`src/rtl/pwm_timer_pkg.sv`:
```
package pwm_timer_pkg;

  typedef enum logic [1:0] {
    SEL_CTRL   = 2'd0,
    SEL_PERIOD = 2'd1,
    SEL_THRESH = 2'd2,
    SEL_COUNT  = 2'd3
  } reg_sel_e;

  localparam int CTRL_RUN_BIT = 0;
  localparam int CTRL_DIV_LSB = 1;

endpackage

```
`src/rtl/pwm_reset_sync.sv`:
```
module pwm_reset_sync (
  input  logic clk,
  input  logic arst_n,
  output logic rst_n_o
);

  logic [1:0] sync_q;
  logic [1:0] sync_d;

  always_comb begin
    sync_d = {sync_q[0], 1'b1};
  end

  always_ff @(posedge clk or negedge arst_n) begin
    if (!arst_n) begin
      sync_q <= '0;
    end else begin
      sync_q <= sync_d;
    end
  end

  assign rst_n_o = sync_q[1];

endmodule

```
`src/rtl/pwm_prescaler.sv`:
```
module pwm_prescaler #(
  parameter int SEL_W = 2,
  parameter int STEP  = 2
) (
  input  logic             clk,
  input  logic             rst_n,
  input  logic             run,
  input  logic [SEL_W-1:0] div_sel,
  input  logic             restart,
  output logic             tick
);

  localparam int DIV_W = ((1 << SEL_W) - 1) * STEP;

  logic [DIV_W-1:0] pre_q;
  logic [DIV_W-1:0] pre_d;
  logic [DIV_W-1:0] limit;
  int unsigned      span;

  always_comb begin
    span  = (32'd1 << (int'(div_sel) * STEP)) - 32'd1;
    limit = DIV_W'(span);
  end

  // Terminal test uses >= so a smaller ratio chosen mid-count recovers at once.
  assign tick = run && (pre_q >= limit);

  always_comb begin
    if (!run || restart || tick) begin
      pre_d = '0;
    end else begin
      pre_d = pre_q + DIV_W'(1);
    end
  end

  always_ff @(posedge clk or negedge rst_n) begin
    if (!rst_n) begin
      pre_q <= '0;
    end else begin
      pre_q <= pre_d;
    end
  end

endmodule

```
`src/rtl/pwm_counter.sv`:
```
module pwm_counter #(
  parameter int CNT_W = 16
) (
  input  logic             clk,
  input  logic             rst_n,
  input  logic             tick,
  input  logic             clear,
  input  logic             period_wr,
  input  logic [CNT_W-1:0] period_wdata,
  output logic [CNT_W-1:0] count,
  output logic [CNT_W-1:0] period_buf,
  output logic [CNT_W-1:0] period_act,
  output logic             boundary
);

  logic [CNT_W-1:0] cnt_q, cnt_d;
  logic [CNT_W-1:0] pbuf_q, pbuf_d;
  logic [CNT_W-1:0] pact_q, pact_d;
  logic             at_top;
  logic             wrap;

  assign at_top   = (cnt_q == pact_q);
  assign wrap     = tick && at_top && !clear;
  assign boundary = wrap || clear;

  always_comb begin
    cnt_d = cnt_q;
    if (clear) begin
      cnt_d = '0;
    end else if (tick) begin
      cnt_d = at_top ? '0 : cnt_q + CNT_W'(1);
    end
  end

  always_comb begin
    pbuf_d = period_wr ? period_wdata : pbuf_q;
    pact_d = boundary  ? pbuf_q       : pact_q;
  end

  always_ff @(posedge clk or negedge rst_n) begin
    if (!rst_n) begin
      cnt_q  <= '0;
      pbuf_q <= '1;
      pact_q <= '1;
    end else begin
      cnt_q  <= cnt_d;
      pbuf_q <= pbuf_d;
      pact_q <= pact_d;
    end
  end

  assign count      = cnt_q;
  assign period_buf = pbuf_q;
  assign period_act = pact_q;

endmodule

```
`src/rtl/pwm_compare.sv`:
```
module pwm_compare #(
  parameter int CNT_W = 16
) (
  input  logic             clk,
  input  logic             rst_n,
  input  logic             boundary,
  input  logic             thr_wr,
  input  logic [CNT_W-1:0] thr_wdata,
  input  logic             run,
  input  logic [CNT_W-1:0] count,
  output logic [CNT_W-1:0] thr_buf,
  output logic [CNT_W-1:0] thr_act,
  output logic             taken,
  output logic             pwm
);

  logic [CNT_W-1:0] buf_q, buf_d;
  logic [CNT_W-1:0] act_q, act_d;
  logic             taken_q, taken_d;
  logic             pwm_q, pwm_d;
  logic             accept;

  // A write in the same cycle as a cycle end belongs to the new cycle.
  assign accept = thr_wr && (boundary || !taken_q);

  always_comb begin
    buf_d   = accept ? thr_wdata : buf_q;
    act_d   = boundary ? buf_q : act_q;
    taken_d = boundary ? thr_wr : (taken_q || thr_wr);
    pwm_d   = run && (count < act_q);
  end

  always_ff @(posedge clk or negedge rst_n) begin
    if (!rst_n) begin
      buf_q   <= '0;
      act_q   <= '0;
      taken_q <= 1'b0;
      pwm_q   <= 1'b0;
    end else begin
      buf_q   <= buf_d;
      act_q   <= act_d;
      taken_q <= taken_d;
      pwm_q   <= pwm_d;
    end
  end

  assign thr_buf = buf_q;
  assign thr_act = act_q;
  assign taken   = taken_q;
  assign pwm     = pwm_q;

endmodule

```
`src/rtl/pwm_edge_timer.sv`:
```
module pwm_edge_timer
  import pwm_timer_pkg::*;
#(
  parameter int CNT_W    = 16,
  parameter int SEL_W    = 2,
  parameter int DIV_STEP = 2
) (
  input  logic             clk,
  input  logic             rst_n,
  input  logic             wr_en,
  input  logic [1:0]       wr_addr,
  input  logic [CNT_W-1:0] wr_data,
  input  logic [1:0]       rd_addr,
  output logic [CNT_W-1:0] rd_data,
  output logic             pwm_out
);

  localparam int CTRL_W = SEL_W + 1;

  logic             rst_s_n;
  reg_sel_e         wsel;
  reg_sel_e         rsel;
  logic             ctrl_wr, period_wr, thr_wr, cnt_wr;
  logic             run_q, run_d;
  logic [SEL_W-1:0] div_q, div_d;
  logic             tick;
  logic             boundary;
  logic             taken;
  logic [CNT_W-1:0] count, period_buf, period_act, thr_buf, thr_act;
  logic [CTRL_W-1:0] ctrl_view;

  pwm_reset_sync u_rst (
    .clk     (clk),
    .arst_n  (rst_n),
    .rst_n_o (rst_s_n)
  );

  assign wsel      = reg_sel_e'(wr_addr);
  assign rsel      = reg_sel_e'(rd_addr);
  assign ctrl_wr   = wr_en && (wsel == SEL_CTRL);
  assign period_wr = wr_en && (wsel == SEL_PERIOD);
  assign thr_wr    = wr_en && (wsel == SEL_THRESH);
  assign cnt_wr    = wr_en && (wsel == SEL_COUNT);

  always_comb begin
    run_d = run_q;
    div_d = div_q;
    if (ctrl_wr) begin
      run_d = wr_data[CTRL_RUN_BIT];
      div_d = wr_data[CTRL_DIV_LSB +: SEL_W];
    end
  end

  always_ff @(posedge clk or negedge rst_s_n) begin
    if (!rst_s_n) begin
      run_q <= 1'b0;
      div_q <= '0;
    end else begin
      run_q <= run_d;
      div_q <= div_d;
    end
  end

  pwm_prescaler #(
    .SEL_W (SEL_W),
    .STEP  (DIV_STEP)
  ) u_pre (
    .clk     (clk),
    .rst_n   (rst_s_n),
    .run     (run_q),
    .div_sel (div_q),
    .restart (cnt_wr),
    .tick    (tick)
  );

  pwm_counter #(
    .CNT_W (CNT_W)
  ) u_cnt (
    .clk          (clk),
    .rst_n        (rst_s_n),
    .tick         (tick),
    .clear        (cnt_wr),
    .period_wr    (period_wr),
    .period_wdata (wr_data),
    .count        (count),
    .period_buf   (period_buf),
    .period_act   (period_act),
    .boundary     (boundary)
  );

  pwm_compare #(
    .CNT_W (CNT_W)
  ) u_cmp (
    .clk       (clk),
    .rst_n     (rst_s_n),
    .boundary  (boundary),
    .thr_wr    (thr_wr),
    .thr_wdata (wr_data),
    .run       (run_q),
    .count     (count),
    .thr_buf   (thr_buf),
    .thr_act   (thr_act),
    .taken     (taken),
    .pwm       (pwm_out)
  );

  assign ctrl_view = {div_q, run_q};

  always_comb begin
    case (rsel)
      SEL_CTRL:   rd_data = CNT_W'(ctrl_view);
      SEL_PERIOD: rd_data = period_buf;
      SEL_THRESH: rd_data = thr_buf;
      SEL_COUNT:  rd_data = count;
      default:    rd_data = '0;
    endcase
  end

endmodule

```
`config.mk`:
```
export PLATFORM = sky130hd
export DESIGN_NAME = pwm_edge_timer
export DESIGN_NICKNAME = d
export VERILOG_FILES = /design/src/rtl/pwm_timer_pkg.sv /design/src/rtl/pwm_reset_sync.sv /design/src/rtl/pwm_prescaler.sv /design/src/rtl/pwm_counter.sv /design/src/rtl/pwm_compare.sv /design/src/rtl/pwm_edge_timer.sv
export SDC_FILE = /design/constraint.sdc
export NUM_CORES = 1
export LEC_CHECK = 0
export ABC_AREA = 1
export ABC_CLOCK_PERIOD_IN_PS = 2800
export CAP_MARGIN = 20
export CORE_MARGIN = 2
export CORE_UTILIZATION = 53
export DETAILED_ROUTE_END_ITERATION = 6
export PLACE_DENSITY = 0.85
export SLEW_MARGIN = 40
export SYNTH_ARGS = -nofsm -noshare
export SYNTH_HDL_FRONTEND = slang
export SYNTH_HIERARCHICAL = 1
export SYNTH_SLANG_ARGS = --single-unit
```
`constraint.sdc`:
```
create_clock -name clk -period 2.8 [get_ports clk]
set_input_delay 0.7 -clock clk [delete_from_list [all_inputs] [get_ports clk]]
set_output_delay 0.7 -clock clk [all_outputs]
set_load 0.02 [all_outputs]
```
After elaboration in Yosys (flattened, before gate mapping)

Index checks and enable logic that the tools add are counted.

Shifts and indexed selects: 1
$add $sub $neg: 3
Reduce and logical (&&, ||, !) cells: 20
Eq/ne operators: 7
Mux-type cells: 6
Order comparisons: 2

Operators by type and width:

| kind                                                | number |
|---|---|
| one-hot mux 16 bit (4 select lines)                 | 1 |
| 2-to-1 mux 16 bit                                   | 3 |
| adder 16 x 1 -> 16 bit, second input constant       | 1 |
| equality test 16 bit                                | 1 |
| less-than comparator 16 bit                         | 1 |
| logical AND 1 bit                                   | 9 |
| equality test 2 bit, second input constant          | 4 |
| adder 6 x 1 -> 6 bit, second input constant         | 1 |
| greater-or-equal comparator 6 bit                   | 1 |
| 2-to-1 mux 6 bit                                    | 1 |
| << shifter 1 x 3 -> 6 bit, first input constant     | 1 |
| subtractor 6 x 1 -> 6 bit, second input constant    | 1 |
| logical OR 1 bit                                    | 5 |
| equality test 2 x 1 -> 1 bit, second input constant | 2 |
| zero test 2 bit                                     | 2 |
| zero test 1 bit                                     | 3 |
| nonzero test 2 bit                                  | 1 |
| 2-to-1 mux 1 bit                                    | 1 |

Input bits: 23
Output and inout bits: 17
Register bits: 93
Logic and storage cells: 50

Logic depth before layout (Yosys ltp)

Depth after elaboration: 9
Gate-level depth with buffers: 16
Gate-level depth less buffers: 15

Hierarchy

Netlist, hierarchy kept.

Modules (own cells, without submodules):

| module         | cells an instance | instances | seq. area each (um^2) | area an instance (um^2) |
|---|---|---|---|---|
| pwm_counter    | 307               | 1         | 1241.2                | 2538.7 |
| pwm_compare    | 159               | 1         | 850.8                 | 1660.3 |
| pwm_edge_timer | 98                | 1         | 75.1                  | 524.3 |
| pwm_prescaler  | 59                | 1         | 150.1                 | 449.2 |
| pwm_reset_sync | 3                 | 1         | 50.0                  | 53.8 |

Worst setup path before layout

Ideal clock, no wire load.

Kind: reg2reg
Start point: reg div_q[0]
End point: reg u_cmp.buf_q[0], in the netlist u_cmp/thr_buf[0]
Setup time: 125 ps
Period minus slack after synthesis: 2483 ps
Stages on the path, launching flop included: 17
Arrival: 2358 ps
Slack: 317 ps
Path buffers: 1
Data required time: 2675 ps
Path through: dfrtp_1 nor2_1 inv_1 ha_1 inv_1 nand2_1 nand2_1 nand2_1 nand2_1 a21oi_1 nand3_4 nand2_2 inv_2 nand2_2 nand2_4 buf_6 mux2_4

Cells in the longest elaborated chain, start to end: 9

RTL lines:

| what                              | RTL line             | text |
|---|---|---|
| start, declared                   | pwm_edge_timer.sv:25 | `logic [SEL_W-1:0] div_q, div_d;` |
| start signal, assigned            | pwm_edge_timer.sv:60 | `div_q <= div_d;` |
| << shifter 1 x 3 -> 6 bit         | pwm_prescaler.sv:21  | `span = (32'd1 << (int'(div_sel) * STEP)) - 32'd1;` |
| subtractor 6 x 1 -> 6 bit         | pwm_prescaler.sv:21  |  |
| greater-or-equal comparator 6 bit | pwm_prescaler.sv:26  | `assign tick = run && (pre_q >= limit);` |
| logical AND 1 bit                 | pwm_prescaler.sv:26  |  |
| via tick                          | pwm_edge_timer.sv:26 | `logic tick;` |
| logical AND 1 bit (2 in series)   | pwm_counter.sv:23    | `assign wrap = tick && at_top && !clear;` |
| logical OR 1 bit                  | pwm_counter.sv:24    | `assign boundary = wrap \|\| clear;` |
| via boundary                      | pwm_edge_timer.sv:27 | `logic boundary;` |
| logical OR 1 bit                  | pwm_compare.sv:24    | `assign accept = thr_wr && (boundary \|\| !taken_q);` |
| logical AND 1 bit                 | pwm_compare.sv:24    |  |
| end signal, assigned              | pwm_compare.sv:40    | `buf_q <= buf_d;` |
| end, declared                     | pwm_compare.sv:17    | `logic [CNT_W-1:0] buf_q, buf_d;` |

The timed path passes the listed nets, and every way through them passes these cells.
A chain may end at the register's enable or synchronous reset.

Final worst setup path

Start point: in rd_addr[1]
End point: out rd_data[1]

Cells in the longest elaborated chain, start to end: 2
Elaborated cells on any way between the ends: 5
Those cells by class: 3 x eq/ne; 1 x mux; 1 x reduce/logical

RTL lines:

| what                                              | RTL line              | text |
|---|---|---|
| start, declared                                   | pwm_edge_timer.sv:13  | `input logic [1:0] rd_addr,` |
| equality test 2 bit, or another cell as far along | pwm_edge_timer.sv:110 | `case (rsel)` |
| one-hot mux 16 bit (4 select lines) *             | pwm_edge_timer.sv:110 |  |
| end, declared                                     | pwm_edge_timer.sv:14  | `output logic [CNT_W-1:0] rd_data,` |

Every way passes the cells marked *; elsewhere a longest branch is shown, timed or not.

==> impl_metrics.json <==
{
  "status": "completed",
  "synthCells": 626,
  "cp_cell_sequence": "clkdlybuf4s50_1 > buf_4 > nor2_1 > nand2_1 > nand4_1 > dlygate4sd2_1",
  "yosysTopAreaCell": "dfrtp_1",
  "synth_area_leaders": "dfrtp_1 29%, dfstp_2 16%, nand2_1 14%",
  "cts.sinks": 93,
  "area_growth_syn_to_layout_pct": 14.44,
  "timing.fmax_mhz": 366.7,
  "die-area_um2": 10670,
  "critical-path-max-stage-delay_ns": 0.48,
  "cts_buffer_depth": 2,
  "power_frac_seq_pct": 46.8,
  "drive_gt1_share_pct": 19.53,
  "finalHoldViolations": 0,
  "vias_per_cell": 5.482,
  "grt_antenna_before_repair": 0,
  "fin_nets": 722,
  "p_clk_share_pct": 23.2,
  "yosysMostFrequentCell": "nand2_1",
  "cp-end-kind": "output pin",
  "switching_share_pct": 34.39,
  "drcViolationCount": 0,
  "cts_root_buf": "clkbuf_8",
  "final.setup.tns_ns": 0,
  "syn-cell-area_um2": 5226,
  "wl_um": 12330,
  "power_mw": 4.263,
  "die_h_um": 103.3,
  "ys_seq_elements": 93,
  "start_kind": "primary input",
  "grt_overflow": 0,
  "p_int_mw": 2.797,
  "p_switching_mw": 1.466,
  "synth_fa_ha_area_share_pct": 5.506,
  "muxShareOfSynthArea_pct": 7.613,
  "clkLatencyLatePin_ns": 0.38,
  "synth_top_family_by_area": "simple AND/OR/NAND/NOR gates",
  "antennaDiodeCount": 0,
  "drv_cap": 0,
  "finalSetupViolCount": 0,
  "hold_buffers": 0,
  "dr.pass1.iters": 5,
  "worst_hold_slack_ns": 0.2118,
  "critical_path.slowest_cell": "clkdlybuf4s50_1",
  "track_usage_pct": 25.23,
  "drtAntennaViolNets": 0,
  "clk_pin_slew_ns": 0.08,
  "p_comb_share_pct": 30.1,
  "synth-async-reset-ratio_pct": 100.0,
  "arrival_ns": 2.03,
  "synth-simple-area-share_pct": 27.77,
  "wl_per_cell_um": 15.14,
  "ys_types": 31,
  "die_w_um": 103.3,
  "grt_max_degree": 73,
  "p_per_area_nw_per_um2": 712.8,
  "synth_fp_nets": 672,
  "cts_buffers": 9,
  "synth_xor_area_share_pct": 1.676,
  "crit_type": "in -> out",
  "leakage_nw": 2.879,
  "slew_violations": 0,
  "ys_seq_area_share_pct": 45.30,
  "drt-initial-drc-count": 401,
  "synth-compound-area-share_pct": 3.878,
  "core_um2": 9684,
  "grt_pass1_wl_um": 20580,
  "avgSynthCellArea_um2": 8.349,
  "gp_congestion": 0.9311,
  "fin_crit_ns": 2.727,
  "rsz0062_at_grt": "false",
  "initial_utilization_pct": 53.97,
  "grt_pass1_vias": 4364,
  "cts_tree": "yes",
  "yosysWarnings": 6,
  "synth_edf_count": 0,
  "critPathMaxFanout": 7,
  "dp_hpwl_um": 8816,
  "port_buffers": 39,
  "post-cts-setup-buffers": 0,
  "synth-main-ff-cell": "dfrtp_1",
  "rows": 36,
  "crit_required_ns": 2.10,
  "hold_path.class": "reg -> async",
  "htreeDepth": 3,
  "synthTopCellsByCount": "191 x nand2_1, 69 x inv_1, 68 x nand3_1",
  "synth.top_cell.area_share_pct": 29.21,
  "fin_skew_ns": 0.01211,
  "ir_drop_mv": 0.3863,
  "num_vias": 4462,
  "ioPinCount": 40,
  "period_share_pct": 97.40
}
==> through the flow <==
| stage | instances | area [um2] | setup WS, ns | util [%] |
|---|---|---|---|---|
| after floorplan | 626 | 5226 | 0.07366 | - |
| after global placement | 798 | 5822 | -0.2889 | 60.12 |
| after detailed placement | 798 | 5822 | -0.3314 | 60.12 |
| after CTS | 814 | 6028 | 0.005197 | 62.25 |
| after global routing | 814 | 5981 | 0.01024 | 61.76 |
| final | 814 | 5981 | 0.07269 | 61.76 |
==> path summary, 6_finish.rpt <==
| kind | from | slack, ns | to | cells after the start |
|---|---|---|---|---|
| max | rd_addr[1] | 0.07 | rd_data[1] | 6 |
| min | u_rst/sync_q[1]$_DFF_PN0_ | 0.21 | u_cmp/thr_buf[2]$_DFFE_PN0P_ | 0 |
| max reg2reg | div_q[1]$_DFFE_PN0P_ | 0.34 | u_cmp/thr_buf[7]$_DFFE_PN0P_ | 15 |
| min reg2reg | u_rst/sync_q[1]$_DFF_PN0_ | 0.21 | u_cmp/thr_buf[2]$_DFFE_PN0P_ | 0 |
| max in group asynchronous | u_rst/sync_q[1]$_DFF_PN0_ | 1.89 | u_cnt/period_act[13]$_DFFE_PN1P_ | 1 |
| min in group clk | u_rst/sync_q[0]$_DFF_PN0_ | 0.36 | u_rst/sync_q[1]$_DFF_PN0_ | 0 |
==> cell families after synthesis <==
| kind of cell | count (synthesis) |
|---|---|
| AND/OR/NAND/NOR | 333 |
| buffers and inverters | 95 |
| flip-flops | 93 |
| AO/OA/AOI/OAI | 39 |
| multiplexers | 32 |
| adder cells (fa/ha/maj) | 23 |
| XOR/XNOR | 10 |
| other | 1 |
==> power by group through the flow <==
stage | sequential [mW] | combinational, mW | clock [mW]
floorplan | 1.94 | 0.957 | 0
global placement | 1.99 | 1.22 | 0
detailed placement | 2.01 | 1.30 | 0
CTS | 1.99 | 1.28 | 1.00
global route | 2.04 | 1.42 | 1.05
finish | 1.99 | 1.28 | 0.988
==> flip-flops by register name, indices dropped and copies added (netlist names) <==
signal / flops
u_cmp/taken: 1
u_cnt/period_buf: 16
u_cmp/thr_buf: 16
run_q: 1
u_cnt/period_act: 16
u_cmp/pwm: 1
u_cmp/thr_act: 16
div_q: 2
u_cnt/count: 16
u_rst/sync_q: 2
u_pre/pre_q: 6
==> metal layers <==
metal / track usage [%] / share of wire (%) / vias up
li1: - / - / 2093
met1: 33.17 / 42 / 2157
met2: 42.31 / 50 / 186
met3: 4.032 / 5.8 / 26
met4: 9.514 / 2.3 / 0
met5: 0 / 0 / -
==> worst max-delay path: cells and delay by family <==
kind                   cells  cell delay, ns
AND/OR/NAND/NOR            3            0.31
buffers and inverters      3            1.01
==> area by class of cell <==
cell class	count	area [um2]
repair buffers	56	490.5
well taps	133	166.4
clock buffers	12	145.1
fillers	783	3704
inverters	78	295.3
clock inverters	4	72.57
multi-input cells	438	2440
flip-flops and latches	93	2371
==> layout by cell type, fill, tap and decap left out, drive strengths merged <==
cell type and instances:
dlygate4sd2 2, mux2 32, bufinv 2, inv 77, clkbuf 25, nand2 196
clkinv 2, clkdlybuf4s15 1, nand3 71, nor3 10, dfstp 32, clkdlybuf4s50 22
a21oi 8, conb 1, ha 23, clkinvlp 1, dfrtp 61, o32ai 1
nor2 49, xor2 7, nand4 7, o21ai 30, dlymetal6s2s 1, xnor2 3
buf 17
==> timing repair <==
item	in CTS	in global routing
endpoints found under the hold margin	0	0
endpoints found under the setup margin	16	19
gates resized for setup	22	24
No activity file was read; power rests on OpenSTA's default activity.
